File: src/rtl/nrzr_pkg.sv
package nrzr_pkg;

    // Receiver mode: waiting for the first transition, or following cells
    typedef enum logic {
        RX_IDLE  = 1'b0,
        RX_TRACK = 1'b1
    } rx_mode_e;

endpackage

File: src/rtl/nrzr_sync.sv
module nrzr_sync #(
    parameter int STAGES = 2
) (
    input  logic clk_i,
    input  logic rst_i,
    input  logic d_i,
    output logic q_o
);

    logic [STAGES-1:0] chain_q;
    logic [STAGES-1:0] chain_d;

    generate
        if (STAGES == 1) begin : g_single
            always_comb chain_d = d_i;
        end else begin : g_multi
            always_comb chain_d = {chain_q[STAGES-2:0], d_i};
        end
    endgenerate

    always_ff @(posedge clk_i) begin
        if (rst_i) chain_q <= '0;
        else       chain_q <= chain_d;
    end

    assign q_o = chain_q[STAGES-1];

endmodule

File: src/rtl/nrzr_cell_timer.sv
module nrzr_cell_timer
    import nrzr_pkg::*;
#(
    parameter int OSR = 16,
    localparam int CW = $clog2(OSR)
) (
    input  logic          clk_i,
    input  logic          rst_i,
    input  logic          line_i,
    output logic          bit_o,
    output logic          bit_vld_o,
    output logic          tracking_o,
    output logic [CW-1:0] cnt_o
);

    localparam logic [CW-1:0] LAST_TICK = CW'(OSR - 1);
    localparam logic [CW-1:0] MID_TICK  = CW'(OSR / 2);

    typedef struct packed {
        rx_mode_e      mode;
        logic          prev;
        logic [CW-1:0] cnt;
        logic          bitv;
        logic          vld;
    } timer_st_t;

    timer_st_t st_q, st_d;
    logic      level_change;

    always_comb begin
        st_d         = st_q;
        st_d.prev    = line_i;
        st_d.vld     = 1'b0;
        level_change = line_i ^ st_q.prev;

        case (st_q.mode)
            RX_IDLE: begin
                if (level_change) begin
                    st_d.mode = RX_TRACK;
                    st_d.cnt  = '0;
                end
            end
            default: begin
                // any transition is a boundary; early ones only shift phase
                if (level_change) begin
                    st_d.cnt = '0;
                end else if (st_q.cnt == LAST_TICK) begin
                    st_d.cnt = '0;
                end else begin
                    st_d.cnt = st_q.cnt + 1'b1;
                end
                if (!level_change && st_q.cnt == MID_TICK) begin
                    st_d.vld  = 1'b1;
                    st_d.bitv = line_i;
                end
            end
        endcase
    end

    always_ff @(posedge clk_i) begin
        if (rst_i) begin
            st_q <= '{mode: RX_IDLE, prev: 1'b0, cnt: '0, bitv: 1'b0, vld: 1'b0};
        end else begin
            st_q <= st_d;
        end
    end

    assign bit_o      = st_q.bitv;
    assign bit_vld_o  = st_q.vld;
    assign tracking_o = (st_q.mode == RX_TRACK);
    assign cnt_o      = st_q.cnt;

endmodule

File: src/rtl/nrz_oversample_rx.sv
module nrz_oversample_rx #(
    parameter int OSR         = 16,
    parameter int SYNC_STAGES = 2,
    localparam int CW = $clog2(OSR)
) (
    input  logic clk_i,
    input  logic rst_i,
    input  logic line_i,
    output logic bit_o,
    output logic bit_vld_o
);

    logic          line_sync;
    logic          tracking;
    logic [CW-1:0] cell_cnt;

    nrzr_sync #(
        .STAGES (SYNC_STAGES)
    ) u_sync (
        .clk_i (clk_i),
        .rst_i (rst_i),
        .d_i   (line_i),
        .q_o   (line_sync)
    );

    nrzr_cell_timer #(
        .OSR (OSR)
    ) u_timer (
        .clk_i      (clk_i),
        .rst_i      (rst_i),
        .line_i     (line_sync),
        .bit_o      (bit_o),
        .bit_vld_o  (bit_vld_o),
        .tracking_o (tracking),
        .cnt_o      (cell_cnt)
    );

endmodule

File: config.mk
export PLATFORM = sky130hd
export DESIGN_NAME = nrz_oversample_rx
export DESIGN_NICKNAME = d
export VERILOG_FILES = /design/src/rtl/nrzr_pkg.sv /design/src/rtl/nrzr_sync.sv /design/src/rtl/nrzr_cell_timer.sv /design/src/rtl/nrz_oversample_rx.sv
export SDC_FILE = /design/constraint.sdc
export NUM_CORES = 1
export LEC_CHECK = 0
export BUFFER_PORTS_ARGS = -buffer_cell sky130_fd_sc_hd__buf_4
export CAP_MARGIN = 40
export CORE_AREA = 5 5 42 44
export DETAILED_ROUTE_END_ITERATION = 10
export DIE_AREA = 0 0 47 49
export GPL_ROUTABILITY_DRIVEN = 0
export REMOVE_ABC_BUFFERS = 1
export SLEW_MARGIN = 10
export SYNTH_ARGS = -nofsm -noshare
export SYNTH_HDL_FRONTEND = slang
export SYNTH_SLANG_ARGS = --single-unit
File: constraint.sdc
create_clock -name clk_i -period 1.4 [get_ports clk_i]
set_input_delay 0.21 -clock clk_i [delete_from_list [all_inputs] [get_ports clk_i]]
set_output_delay 0.21 -clock clk_i [all_outputs]
set_load 0.03 [all_outputs]
# After elaboration in Yosys (flattened, before gate mapping)
# Index checks and enable logic that the tools add are counted.
[classes]
reduce_logical = 5
div = 0
bitwise = 2
order_cmp = 0
add_sub_neg = 1
n_shift = 0
multipliers = 0
eq_ne = 2
muxes = 7
[op_table]
columns = ["cell", "count"]
rows = [
  ["two-way mux 4 bit", 4],
  ["== test 4 bit (second input constant)", 2],
  ["adder 4 x 1 -> 4 bit (second input constant)", 1],
  ["two-way mux 1 bit", 3],
  ["AND reduction 2 bit", 1],
  ["nonzero test 2 bit", 1],
  ["OR reduction 2 bit", 1],
  ["logical AND 1 bit", 1],
  ["zero test 1 bit", 1],
  ["inverter 1 bit", 1],
  ["XOR 1 bit", 1],
]
[totals]
ramBits = 0
n_memories = 0
out_inout_bits = 2
regBits = 10
rom_bits = 0
latch_bits = 0

# Longest topological paths before layout
# Gate-level depths: netlist (run 1).
[logic_depth]
depth_word = 4
ltp_mapped = 4
ltp_nobuf = 4

# Hierarchy
# Synthesis (run 1) repeated with hierarchy kept, for this count alone.
[unflattened]
hier_cells = 48
hier_area_um2 = 461.7
[modules_own_cells]
columns = ["mod", "area_per_inst_um2", "seq_area_each_um2", "instances", "cells_each"]
rows = [
  ["nrzr_cell_timer", 409.1, 160.2, 1, 44],
  ["nrzr_sync", 52.6, 40.0, 1, 4],
]

# Least setup slack after synthesis (run 1)
# OpenSTA, ideal clock, no wires.
[synth_path]
path_type = "reg-to-reg"
from = "register u_sync.chain_q[1]"
to = "register u_timer.st_q, in the netlist u_timer.bit_o"
path_stages_with_launch = 4
slack_ns = 0.295
t_arrival_ns = 0.982
path_buffers = 0
required_time_ns = 1.277
synth_period_minus_slack_ns = 1.105
path_cell_list = "dfxtp_1 > xnor2_1 > nand4_1 > mux2_1"
[synth_between]
elab_chain_len = 4
[synth_rtl]
columns = ["item", "line", "text"]
rows = [
  ["from (decl)", "nrzr_sync.sv:10", "logic [STAGES-1:0] chain_q;"],
  ["from (signal assigned)", "nrzr_sync.sv:23", "else chain_q <= chain_d;"],
  ["XOR 1 bit", "nrzr_cell_timer.sv:34", "level_change = line_i ^ st_q.prev;"],
  ["zero test 1 bit", "nrzr_cell_timer.sv:52", "if (!level_change && st_q.cnt == MID_TICK) begin"],
  ["logical AND 1 bit", "nrzr_cell_timer.sv:52", ""],
  ["AND reduction 2 bit (no source line)", "-", ""],
  ["to (signal assigned)", "nrzr_cell_timer.sv:62", "st_q <= '{mode: RX_IDLE, prev: 1'b0, cnt: '0, bitv: 1'b0, vld: 1'b0};"],
  ["to (signal assigned)", "nrzr_cell_timer.sv:64", "st_q <= st_d;"],
  ["to (decl)", "nrzr_cell_timer.sv:27", "timer_st_t st_q, st_d;"],
]
# Parallel ways exist; a longest one is shown, timed or not.
# A chain may end at the register's enable or synchronous reset.

# Final worst setup path (run 1)
[layout_path]
from = "register u_timer.st_q, in the netlist u_timer.cnt_o[0]"
to = "register u_timer.st_q, in the netlist u_timer.bit_o"
[layout_between]
elab_chain_len = 3
[layout_rtl]
columns = ["item", "line"]
rows = [
  ["== test 4 bit", "nrzr_cell_timer.sv:52"],
  ["logical AND 1 bit", "nrzr_cell_timer.sv:52"],
  ["AND reduction 2 bit (no source line)", "-"],
]
# Every way passes these cells.

==> results by group, run 1 <==
Timing
  • Max Freq: between 800 and 900 MHz
  • Final period util: a little under nine tenths
  • Max Slew Vio Count: 0
  • RSZ-0062 raised after global routing: false
  • Setup violators final: 0
  • Setup_tns: 0 ns
  • Slew headroom: between 70% and 80%
  • Worst slew pin tran: ~0.36 ns
  • Clock skew: 0.00261 ns
  • Fin. Hold Viols: 0
  • Crit path time final: roughly 1.2 ns
  • Final hold slack: ~0.16 ns

Synth
  • Syn. warnings: 0
  • Synthesized flop and latch total: 10
  • Post-Synthesis Cell Area: a little over 400 um2
  • Post-synthesis simple-gate area fraction: 26.2%
  • Area leader, netlist: dfxtp_1
  • Avg Cell Area, Syn: between 9 and 10 um2
  • Most common cell in the synthesized netlist: dfxtp_1
  • Xor and xnor area share after synthesis: under 10%
  • Main flop type after synthesis: dfxtp_1
  • Area share of fa/ha/maj cells after synthesis: ~6%
  • Number of flops mapped to enable cells by yosys: 0
  • Yosys cell types: 20
  • Synth cell count leaders: dfxtp_1 (10), nor2b_1 (5), nor2_1 (4)
  • Area share of the largest cell type after synthesis: a little under 50%
  • Post-synthesis mux area share: 5.12%
  • Main combinational cell family by area after synthesis: simple AND/OR/NAND/NOR gates
  • Synth top area cells: dfxtp_1 (48%), nor2b_1 (7.5%), ha_1 (6.0%)
  • Sequential share of the synthesized area: between 40 and 50%
  • Post-synthesis cell count: 43
  • Asr flop ratio synth: 0%
  • Compound-cell area share of the yosys netlist: about 3.9%

Job
  • Max-Cap Viols: 0

Place
  • Post-DP HPWL: 441 um
  • I/O Buffers: 4
  • Post-DP Area: between 400 and 500 um2
  • Placed cell count: slightly above 60

Power and ir drop
  • Comb pwr share: 4.9%
  • P_sw: between 0.1 and 0.15 mW
  • Power share of the clock group: about 44%
  • Switching part of the total: between 20% and 30%
  • Max rail drop VDD: slightly above 0.5 mV
  • Int Pwr: about 0.46 mW
  • Sequential share of power: around half
  • Tot Pwr: 0.591 mW
  • PwrDens: about 1200 mW/mm2
  • Static Leak: 0.201 nW

Finish
  • Antenna diodes: 0
  • Reg area: 200 um2
  • Final Non-Filler Cells: 65
  • Layout cells sized above 1: roughly 16%
  • Synth-to-Final Area Change: 18.4%
  • Final non-filler cell area: approximately 500 um2
  • Fin nets: 55
  • Multi-input gate area: ~200 um2
  • Fill count: about 150

Floorplan
  • IO Pins: 5
  • Die W: around 47 um
  • Starting Density: around 30%
  • Die footprint: about 0.0023 mm2
  • Rows: 14
  • Core Area: 0.00140 mm2
  • Die Y: between 40 and 50 um

Clock network
  • Resized Gates After CTS: 0
  • Hold-fix buffers at CTS: 0
  • H-tree levels: 1
  • Worst-Skew Late Latency: roughly 0.26 ns
  • CTS Sinks: 10
  • Setup bufs post-CTS: 0
  • CTS tree: built
  • Clk root buf: clkbuf_4
  • Reg clk slew, reported paths: 0.07 ns
  • Number of buffers created by CTS: 3
  • Clock tree buffer depth: 2

Run status
  • Outcome: complete, no violations

Critical path
  • Startpoint Class: flip-flop
  • Path type of the worst setup path: reg2reg
  • Worst endpoint required time: between 1.5 and 2 ns
  • Arr. time, crit path: about 1.3 ns
  • Worst-path maximum fanout: 4
  • Crit end category: flip-flop

Route
  • Drt pass-1 iters: 4
  • DRC: 0
  • Iter 0 DRT Violations: 10
  • Routed wire per std cell: 9.51 um
  • Via Count: 300
  • DR vias/cell: 4.62
  • Antenna Nets Post-Route: 0
  • Final WL: 618 um

Global routing
  • First-pass GRT wire length: roughly 1.2 mm
  • Vias in the first global route: 277
  • Total GRT Usage: ~7.2%
  • Initial antenna violation count: 0
  • GRT overflow: 0
  • Largest net degree at the start of global routing: 13

Hold path
  • Hold crit path type: in2reg
## cells in the final DEF (no fill, tap or decap)
cell / instances
ha_1: 2
nand3_1: 2
mux2_1: 1
nor2_1: 4
buf_4: 4
dfxtp_1: 10
o31ai_1: 1
xnor2_1: 1
nand2_1: 1
or3_1: 1
clkbuf_4: 3
or4_1: 1
mux2i_1: 1
and3_1: 1
o311ai_1: 1
xor2_1: 2
clkbuf_8: 1
nand4_1: 2
nor3_1: 2
nand2b_1: 1
nor2b_1: 5
inv_1: 2
## layer usage
layer	vias to the layer above	global-route usage, %	part of all wire, %
met5	-	0	0
met4	0	5.53	1.6
met3	2	3.32	3.7
met2	5	7.69	42
met1	132	10.5	52
li1	161	-	-
## cells by family after synthesis
kind of cell,after synthesis
xor+xnor,3
simple gates,20
compound gates,2
fa+ha+maj,2
mux,2
flops,10
buf+inv,4
## cell type report
| class | count | area share, % |
|---|---|---|
| sequential | 10 | 40.7 |
| multi-input combinational | 29 | 40.2 |
| inverter | 2 | 1.53 |
| timing repair buffer | 4 | 6.11 |
| clock buffer | 4 | 7.38 |
| tap | 16 | 4.07 |
## registers in the layout, indices dropped and copies added (netlist names)
| name | cells |
|---|---|
| u_timer.cnt_o | 4 |
| u_sync.chain_q | 2 |
| u_timer.bit_o | 1 |
| u_timer.bit_vld_o | 1 |
| u_timer.st_q | 1 |
| u_timer.tracking_o | 1 |
## per-stage QoR
step	worst slack, ns	util [%]
after CTS	0.202	35.1
final	0.209	35.1
after global placement	0.218	32.5
after global routing	0.0815	35.1
after detailed placement	0.211	32.5
after floorplan	0.292	-
## worst max-delay path, stage by stage (launching register included)
cell	delay [ns]
dfxtp_1	0.38
inv_1	0.07
ha_1	0.20
nand4_1	0.11
mux2_1	0.32
## power by group through the flow
stage               combinational [mW]  sequential, mW  clock, mW
floorplan                       0.0177           0.306          0
global placement                0.0290           0.308          0
detailed placement              0.0291           0.308          0
CTS                             0.0293           0.302      0.271
global route                    0.0341           0.303      0.291
finish                          0.0290           0.302      0.260
## worst paths after layout
kind / start / end / slack (ns) / depth (start not counted)
setup / recovery: u_timer.cnt_o[0] / u_timer.bit_o / 0.21 / 4
hold / removal: line_i / u_sync.chain_q[0] / 0.16 / 2
setup reg to reg: u_timer.cnt_o[0] / u_timer.bit_o / 0.21 / 4
hold reg to reg: u_sync.chain_q[0] / u_sync.chain_q[1] / 0.44 / 1
(Power assumes the default switching activity.)
==> inputs of run 2 (changes only) <==
--- a/config.mk
+++ b/config.mk
@@ -11,6 +11,7 @@
 export DETAILED_ROUTE_END_ITERATION = 10
 export DIE_AREA = 0 0 47 49
 export GPL_ROUTABILITY_DRIVEN = 0
+export PLACE_DENSITY_LB_ADDON = 0.12
 export REMOVE_ABC_BUFFERS = 1
 export SLEW_MARGIN = 10
 export SYNTH_ARGS = -nofsm -noshare
==> results by group, run 2 (same netlist as run 1, synthesis figures left out) <==
Hold path
  • Hold Crit Start: line_i (unchanged)
  • Hold path endpoint: u_sync.chain_q[0] (unchanged)
  • Hold crit path type: in2reg (unchanged)
  • Worst hold stages: 2 (unchanged)

Floorplan
  • Die footprint: 0.00230 mm2 (unchanged)
  • IO Pins: 5 (unchanged)
  • Core Area: 0.00140 mm2 (unchanged)
  • Die Y: 49 um (unchanged)
  • Rows: 14 (unchanged)
  • Die W: 47 um (unchanged)
  • Starting Density: 29.6% (unchanged)

Power and ir drop
  • PwrDens: 1200 mW/mm2 (about the same)
  • Max rail drop VDD: 0.458 mV (was 0.519 mV)
  • Static Leak: 0.201 nW (unchanged)
  • Tot Pwr: 0.589 mW (was 0.591 mW)

Critical path
  • Worst-path maximum fanout: 3 (was 4)
  • Worst endpoint required time: 1.56 ns (was 1.55 ns)
  • Startpoint Class: flip-flop (unchanged)
  • Reg-to-Reg End: u_timer.bit_o (unchanged)
  • Flop2flop setup slack: 0.19 ns (was 0.21 ns)
  • Arr. time, crit path: 1.37 ns (was 1.34 ns)
  • Reg2Reg Depth: 3 (was 4)
  • RR Startpoint: u_sync.chain_q[1] (was u_timer.cnt_o[0])
  • Crit end category: flip-flop (unchanged)
  • Path type of the worst setup path: reg2reg (unchanged)

Global routing
  • GR peak layer: met2 (was met1)
  • First-pass GRT wire length: 1.17 mm (about the same)
  • Met2 usage: 9.28% (was 7.69%)
  • Vias in the first global route: 291 (was 277)
  • Met3 usage: 4.43% (was 3.32%)
  • GRT overflow: 0 (unchanged)
  • Met1 usage: 8.87% (was 10.5%)
  • Initial antenna violation count: 0 (unchanged)
  • Largest net degree at the start of global routing: 13 (unchanged)
  • Total GRT Usage: 7.42% (was 7.21%)

Timing
  • Crit path time final: 1.21 ns (was 1.19 ns)
  • Clock skew: 0.00497 ns (was 0.00261 ns)
  • Setup_tns: 0 ns (unchanged)
  • Fin. Hold Viols: 0 (unchanged)
  • RSZ-0062 raised after global routing: false (unchanged)
  • Max Freq: 828 MHz (was 840 MHz)
  • Max Slew Vio Count: 0 (unchanged)
  • Slew headroom: 72.2% (was 76.0%)
  • Worst slew pin tran: 0.416 ns (was 0.359 ns)
  • Final period util: 86.3% (was 85.0%)
  • Setup violators final: 0 (unchanged)

Clock network
  • Resized Gates After CTS: 0 (unchanged)
  • Number of buffers created by CTS: 3 (unchanged)
  • Hold-fix buffers at CTS: 0 (unchanged)
  • Clock tree buffer depth: 2 (unchanged)
  • CTS tree: built (unchanged)
  • Worst-Skew Late Latency: 0.27 ns (was 0.26 ns)
  • CTS Sinks: 10 (unchanged)
  • Clk root buf: clkbuf_4 (unchanged)
  • H-tree levels: 1 (unchanged)
  • Setup bufs post-CTS: 0 (unchanged)
  • Reg clk slew, reported paths: 0.07 ns (about the same)

Finish
  • Fill count: 154 (was 148)
  • Reg area: 200 um2 (unchanged)
  • Antenna diodes: 0 (unchanged)
  • Most frequent cells in the layout: dfxtp_1 (10), nor2b_1 (5), nor2_1 (4), buf_4 (4), clkbuf_4 (3) (unchanged)
  • Max reg flops: 4 (unchanged)
  • Multi-input gate area: 198 um2 (unchanged)
  • Synth-to-Final Area Change: 18.4% (unchanged)
  • Fin nets: 55 (unchanged)
  • Layout cells sized above 1: 16.3% (unchanged)
  • Commonest non-fill, non-tap cell in the layout: dfxtp_1 (unchanged)

Route
  • Routed wire per std cell: 10.0 um (was 9.51 um)
  • Final WL: 651 um (was 618 um)
  • Antenna Nets Post-Route: 0 (unchanged)
  • Via Count: 303 (was 300)
  • DR vias/cell: 4.66 (was 4.62)
  • Iter 0 DRT Violations: 8 (was 10)
  • Drt pass-1 iters: 4 (unchanged)
  • DRC: 0 (unchanged)

Job
  • Max-Cap Viols: 0 (unchanged)

Place
  • I/O Buffers: 4 (unchanged)

Run status
  • Outcome: complete, no violations (unchanged)
-- run 2: layout make-up --
cell class / instances / share of cell area (%)
inverters: 2 / 1.53
repair buffers: 4 / 6.11
well taps: 16 / 4.07
flip-flops and latches: 10 / 40.7
multi-input cells: 29 / 40.2
clock buffers: 4 / 7.38
-- run 2: routing by layer --
metal  vias to the layer above  wire length [um]  part of all wire, %
li1                        157                 -                    -
met1                       134               314                   48
met2                         7               264                   41
met3                         5                47                  7.2
met4                         0                25                  3.8
met5                         -                 0                    0
-- run 2: metrics by stage --
stage	hold WS (ns)	cell area, um2	cells	setup slack, ns	util [%]
after floorplan	0.282	405	41	0.292	-
after global placement	0.426	455	61	0.237	32.5
after detailed placement	0.423	455	61	0.187	32.5
after CTS	0.148	492	65	0.179	35.1
after global routing	0.176	492	65	0.122	35.1
final	0.148	492	65	0.192	35.1
-- run 2: critical path, stage by stage, from the launching register on --
cell and delay, ns:
dfxtp_1 0.33, xnor2_1 0.25, nand4_1 0.17, mux2_1 0.34
-- run 2: report_power, final --
part / internal [mW] / switching, mW / leakage (nW)
registers: 0.293 / 0.00891 / 0.0814
clock network: 0.158 / 0.100 / 0.0210
logic: 0.0138 / 0.0155 / 0.0990
-- run 2: how the worst max path moves through the flow --
| stage | slack [ns] | from | endpoint | cells past startpoint |
|---|---|---|---|---|
| finish | 0.19 | u_sync.chain_q[1] | u_timer.bit_o | 3 |
| CTS | 0.18 | u_sync.chain_q[1] | u_timer.bit_o | 3 |
| floorplan | 0.29 | u_sync.chain_q[1] | u_timer.bit_o | 3 |
| detailed placement | 0.19 | u_sync.chain_q[1] | u_timer.bit_o | 3 |
| global placement | 0.24 | u_timer.cnt_o[0] | u_timer.bit_o | 4 |
| global route | 0.12 | u_timer.cnt_o[0] | u_timer.bit_o | 4 |
